$ cat config.mk
export PLATFORM = sky130hd
export DESIGN_NAME = ctrl_io_bank
export DESIGN_NICKNAME = d
export VERILOG_FILES = /design/src/rtl/ctrl_io_pkg.sv /design/src/rtl/ctrl_io_port.sv /design/src/rtl/ctrl_io_bank.sv
export SDC_FILE = /design/constraint.sdc
export NUM_CORES = 1
export LEC_CHECK = 0
export ABC_AREA = 1
export BUFFER_PORTS_ARGS = -buffer_cell sky130_fd_sc_hd__buf_4
export CAP_MARGIN = 20
export CORE_MARGIN = 10
export CORE_UTILIZATION = 40
export CTS_BUF_LIST = sky130_fd_sc_hd__clkbuf_2 sky130_fd_sc_hd__clkbuf_4 sky130_fd_sc_hd__clkbuf_8
export DETAILED_ROUTE_END_ITERATION = 7
export GPL_TIMING_DRIVEN = 0
export PLACE_DENSITY_LB_ADDON = 0.08
export SLEW_MARGIN = 15
export SYNTH_ARGS = -nofsm -noshare
export SYNTH_HDL_FRONTEND = slang
export SYNTH_SLANG_ARGS = --single-unit
$ cat constraint.sdc
create_clock -name clk_i -period 3.66 [get_ports clk_i]
set_input_delay 0.183 -clock clk_i [delete_from_list [all_inputs] [get_ports clk_i]]
set_output_delay 0.183 -clock clk_i [all_outputs]
set_load 0.01 [all_outputs]
$ cat src/rtl/ctrl_io_pkg.sv
package ctrl_io_pkg;
  localparam int NPORT = 3;
  localparam int PIN_W = 7;
  localparam int AW    = 4;

  function automatic logic [AW-1:0] off_data(int p);
    return AW'(1 + p);
  endfunction
  function automatic logic [AW-1:0] off_dir(int p);
    return AW'(4 + p);
  endfunction
  function automatic logic [AW-1:0] off_tx(int p);
    return AW'(7 + 3 * p);
  endfunction
  function automatic logic [AW-1:0] off_sctl(int p);
    return AW'(9 + 3 * p);
  endfunction
  function automatic logic [7:0] tx_rst(int p);
    return (p == 2) ? 8'hFB : 8'hFF;
  endfunction
endpackage

$ cat src/rtl/ctrl_io_port.sv
module ctrl_io_port #(
  parameter int         PIN_W  = 7,
  parameter logic [7:0] TX_RST = 8'hFF
) (
  input  logic             clk_i,
  input  logic             rst_ni,
  input  logic             wr_data_i,
  input  logic             wr_dir_i,
  input  logic             wr_tx_i,
  input  logic             wr_sctl_i,
  input  logic [7:0]       wdata_i,
  input  logic [PIN_W-1:0] pin_in_i,
  output logic [7:0]       data_rd_o,
  output logic [7:0]       dir_o,
  output logic [7:0]       tx_o,
  output logic [7:0]       sctl_o,
  output logic [PIN_W-1:0] out_level_o,
  output logic [PIN_W-1:0] out_en_o,
  output logic             upd_o
);
  localparam int SCTL_W = 5;

  logic [7:0]        latch_q, dir_q, tx_q;
  logic [SCTL_W-1:0] sctl_q;
  logic [7:0]        mask;

  always_ff @(posedge clk_i or negedge rst_ni) begin
    if (!rst_ni) begin
      latch_q     <= '0;
      dir_q       <= '0;
      tx_q        <= TX_RST;
      sctl_q      <= '0;
      out_level_o <= '0;
      out_en_o    <= '0;
      upd_o       <= 1'b0;
    end else begin
      upd_o <= 1'b0;
      if (wr_data_i) begin
        latch_q     <= wdata_i;
        out_level_o <= wdata_i[PIN_W-1:0];
        out_en_o    <= dir_q[PIN_W-1:0];
        upd_o       <= 1'b1;
      end
      // forward direction only on change
      if (wr_dir_i && (wdata_i != dir_q)) begin
        dir_q       <= wdata_i;
        out_level_o <= latch_q[PIN_W-1:0];
        out_en_o    <= wdata_i[PIN_W-1:0];
        upd_o       <= 1'b1;
      end
      if (wr_tx_i)   tx_q   <= wdata_i;
      if (wr_sctl_i) sctl_q <= wdata_i[7:8-SCTL_W];
    end
  end

  assign mask      = {1'b1, dir_q[PIN_W-1:0]};
  assign data_rd_o = (latch_q & mask) | ({1'b0, pin_in_i} & ~mask);
  assign dir_o     = dir_q;
  assign tx_o      = tx_q;
  assign sctl_o    = {sctl_q, 3'b000};
endmodule

$ cat src/rtl/ctrl_io_bank.sv
module ctrl_io_bank
  import ctrl_io_pkg::*;
#(
  parameter logic [7:0] REGION_CODE = 8'h80,
  parameter logic       BOOT_ROM    = 1'b0,
  parameter logic       EXP_ABSENT  = 1'b1
) (
  input  logic                   clk_i,
  input  logic                   rst_ni,
  input  logic [AW-1:0]          addr_i,
  input  logic                   wr_en_i,
  input  logic [7:0]             wdata_i,
  input  logic                   rd_en_i,
  output logic [7:0]             rdata_o,
  input  logic [NPORT*PIN_W-1:0] pin_in_i,
  output logic [NPORT*PIN_W-1:0] out_level_o,
  output logic [NPORT*PIN_W-1:0] out_en_o,
  output logic [NPORT-1:0]       upd_o
);
  localparam logic [7:0] VERSION = REGION_CODE | {2'b00, EXP_ABSENT, 4'b0000, BOOT_ROM};

  logic [7:0] data_rd [NPORT];
  logic [7:0] dir_rd  [NPORT];
  logic [7:0] tx_rd   [NPORT];
  logic [7:0] sctl_rd [NPORT];
  logic [7:0] rd_val;

  for (genvar p = 0; p < NPORT; p++) begin : g_port
    ctrl_io_port #(
      .PIN_W  (PIN_W),
      .TX_RST (tx_rst(p))
    ) u_port (
      .clk_i       (clk_i),
      .rst_ni      (rst_ni),
      .wr_data_i   (wr_en_i && addr_i == off_data(p)),
      .wr_dir_i    (wr_en_i && addr_i == off_dir(p)),
      .wr_tx_i     (wr_en_i && addr_i == off_tx(p)),
      .wr_sctl_i   (wr_en_i && addr_i == off_sctl(p)),
      .wdata_i     (wdata_i),
      .pin_in_i    (pin_in_i[p*PIN_W +: PIN_W]),
      .data_rd_o   (data_rd[p]),
      .dir_o       (dir_rd[p]),
      .tx_o        (tx_rd[p]),
      .sctl_o      (sctl_rd[p]),
      .out_level_o (out_level_o[p*PIN_W +: PIN_W]),
      .out_en_o    (out_en_o[p*PIN_W +: PIN_W]),
      .upd_o       (upd_o[p])
    );
  end

  always_comb begin
    rd_val = '0;
    if (addr_i == '0) rd_val = VERSION;
    for (int p = 0; p < NPORT; p++) begin
      if (addr_i == off_data(p)) rd_val = data_rd[p];
      if (addr_i == off_dir(p))  rd_val = dir_rd[p];
      if (addr_i == off_tx(p))   rd_val = tx_rd[p];
      if (addr_i == off_sctl(p)) rd_val = sctl_rd[p];
    end
  end

  assign rdata_o = rd_en_i ? rd_val : 8'h00;
endmodule

==> flow_metrics.py <==
metrics = {
    "floorplanning": {
        "die_h_um": 148,
        "start_util_pct": 40.9,
        "ios": 90,
        "core_um2": 15900,
        "fp.dieW_um": 148,
        "die-area_um2": 21800,
        "placementRows": 46,
    },
    "timing": {
        "worstMarginPinSlew_ns": 0.887,
        "period_minus_slack_ns": 2.30,
        "setup_viol": 0,
        "max_freq_ghz": 0.434,
        "slew_viol_final": 0,
        "hold_violations": 0,
        "post-route-period-util_pct": 63.0,
        "clock_skew_ns": 0.00940,
        "slew_headroom_pct": 40.8,
        "rsz0062_at_grt": "false",
        "totalNegativeSetupSlack_ns": 0,
    },
    "cts": {
        "cts_hold_buf": 1,
        "clk_pin_slew_worst_paths_ns": 0.08,
        "ctsResizeCount": 0,
        "cts_tree": "built",
        "cts_buffers": 17,
        "cts-root-buf": "clkbuf_8",
        "h-tree-depth": 4,
        "clock_path_buffers": 2,
        "cts_sinks": 132,
        "clock_latency_ns": 0.46,
        "post_cts_buffers": 0,
    },
    "synth": {
        "ys_warn_count": 0,
        "syn-num-nets": 870,
        "yosys-top-cells-area": "dfrtp_1, nand2_1, dfstp_2, o21ai_0, nand3_1",
        "synth_flop_cell": "dfrtp_1",
        "post-synth-top-count-cell": "nand2_1",
        "synthCells": 833,
        "synth.ff_latch_count": 132,
        "ys_seq_area_share_pct": 51.2,
        "synth_top_area_share_pct": 41.9,
        "ys_top_cells_by_count": "nand2_1, o21ai_0, dfrtp_1",
        "yosys.area.top_type": "dfrtp_1",
        "avgSynthCellArea_um2": 7.82,
        "syn_area_um2": 6510,
        "ys_types": 32,
        "async_flop_share_pct": 100,
        "synth_edf_count": 0,
    },
    "setup_path": {
        "startpoint_type": "flip-flop",
        "worstPathRequired_ns": 3.48,
        "worst_setup_path_end_kind": "output pin",
        "cp_max_fo": 4,
        "cp.arrival_ns": 2.12,
        "path_cells": "inv_1 > nand2_1 > nand2_1 > nand2_1 > o21ai_0 > a21oi_1 > nand2_1 > o22ai_1 > nand3b_1 > nand2_1 > inv_1 > buf_4",
        "r2r-start": "g_port[2].u_port.dir_o[3]",
        "cp-startpoint": "g_port[0].u_port.dir_o[0]",
        "slowest_stage": "dfrtp_1",
        "r2r_slack_ns": 1.75,
        "cp_slowest_stage_delay_ns": 0.41,
        "crit_top_cell": "nand2_1",
        "worstSetupPathType": "reg2out",
    },
    "placed_design": {
        "dpl.hpwl_um": 14500,
        "postPlaceCellArea_um2": 7460,
        "place.gp.congestion": 0.882,
        "place.port_buffers": 86,
    },
    "route": {
        "drtIter0Drc": 515,
        "route.vias.total": 5887,
        "ant_nets": 0,
        "wl_um": 20300,
        "wl_per_cell_um": 17.3,
        "drc_errors": 0,
        "vias_per_cell": 5.04,
        "first_pass_iters": 5,
    },
    "run": {
        "maxCapViolCount": 0,
    },
    "layout": {
        "stdcell_area_um2": 7840,
        "syn_to_final_growth_pct": 20.4,
        "layout-drive-gt1-share_pct": 19.9,
        "nNetsFinal": 977,
        "num_antenna_cells": 0,
        "final_util_pct": 49.2,
        "fillers": 1645,
    },
    "run_status": {
        "status": "finished, final reports clean",
    },
    "pwr": {
        "power_mw": 4.14,
        "p_per_area_nw_per_um2": 528,
        "p_leak_nw": 4.05,
        "irDropWorstVdd_v": 0.000218,
    },
    "hold_path": {
        "hold_path.class": "in2reg",
        "hold_path_startpoint": "wdata_i[5]",
    },
    "global_route": {
        "grt_usage_pct": 19.0,
        "grt_pass1_wl_um": 32500,
        "grt_pass1_vias": 5726,
        "grt_start_max_net_pins": 79,
        "gr-total-overflow": 0,
        "antenna_found_initial": 0,
    },
}
[cell type report]
cell class	count	area [µm²]	area share, %
plain buffers	35	191	2.44
clock buffers	19	255	3.26
clock inverters	13	110	1.40
inverters	71	267	3.40
multi-input cells	595	2720	34.7
flip-flops and latches	132	3330	42.5
well taps	216	270	3.45
repair buffers	88	691	8.81
[registers in the layout, summed over array words and instances, names as in the netlist]
| register | flops |
|---|---|
| g_port.u_port.upd_o | 3 |
| g_port.u_port.tx_o | 24 |
| g_port.u_port.sctl_q | 15 |
| g_port.u_port.out_level_o | 21 |
| g_port.u_port.out_en_o | 21 |
| g_port.u_port.latch_q | 24 |
| g_port.u_port.dir_o | 24 |
[path summary, 6_finish.rpt]
kind	endpoint	cells past startpoint
max reg2reg	g_port[2].u_port.out_level_o[5]	6
max in group asynchronous	g_port[1].u_port.tx_o[6]	3
min	g_port[2].u_port.latch_q[5]	3
min in group asynchronous	g_port[1].u_port.out_en_o[0]	2
min reg2reg	g_port[1].u_port.sctl_q[3]	2
max	rdata_o[0]	12
[critical path: cells and delay by family (launching register included)]
family | cells | cell delay [ns]
simple gates | 6 | 0.51
compound gates | 3 | 0.49
flops | 1 | 0.41
buf+inv | 3 | 0.26
[routing by layer]
metal	track usage, %	share of wire (%)
met5	0	0
met4	5.05	1.7
met3	4.73	5.9
met2	28.1	45
met1	27.0	48
[cell usage in the layout, fill, tap and decap left out, types with 3 or more instances in the layout]
master    Yosys  layout
nand2_1     313     313
o21ai_0     114     114
dfrtp_1     109     109
buf_4         6      91
inv_1        63      63
nand3_1      55      55
nor2_1       23      23
dfstp_2      23      23
clkbuf_8      0      18
nand4_1      16      16
o211ai_1     13      13
clkbuf_1     11      11
buf_2        11      11
xnor2_1      10      10
inv_2         8       8
o21ai_1       8       8
a21oi_1       8       8
clkinv_2      0       6
nand2_2       5       5
or2_2         5       5
xor2_1        4       4
nor2_2        4       4
buf_1         3       3
buf_6         3       3
or2_0         3       3
nand3b_1      3       3
clkinv_4      0       3
[cells by family (layout without fill, tap and decap cells)]
kind of cell,count (synthesis),in the layout,share of synthesized area [%]
DFF,132,132,51.2
xor gates and xnor gates,14,14,1.88
AOI/OAI and AO/OA,147,147,12.0
buffers and inverters,106,226,7.03
and+or+nand+nor,434,434,27.9
[through the flow]
stage               setup slack (ns)  hold slack [ns]  cells
floorplan                       2.16           -0.113    833
global placement                1.59            0.458   1135
detailed placement              1.62            0.130   1136
CTS                             1.35           0.0470   1169
global route                    1.16           0.0664   1169
finish                          1.36           0.0721   1169
[power breakdown]
group	total, mW	leakage [nW]	switching (mW)	internal [mW]
registers	2.06	1.61	0.240	1.82
logic	0.927	2.25	0.511	0.416
clock network	1.15	0.189	0.597	0.558
total	4.14	4.05	1.35	2.79
No activity file was read; power rests on OpenSTA's default activity.
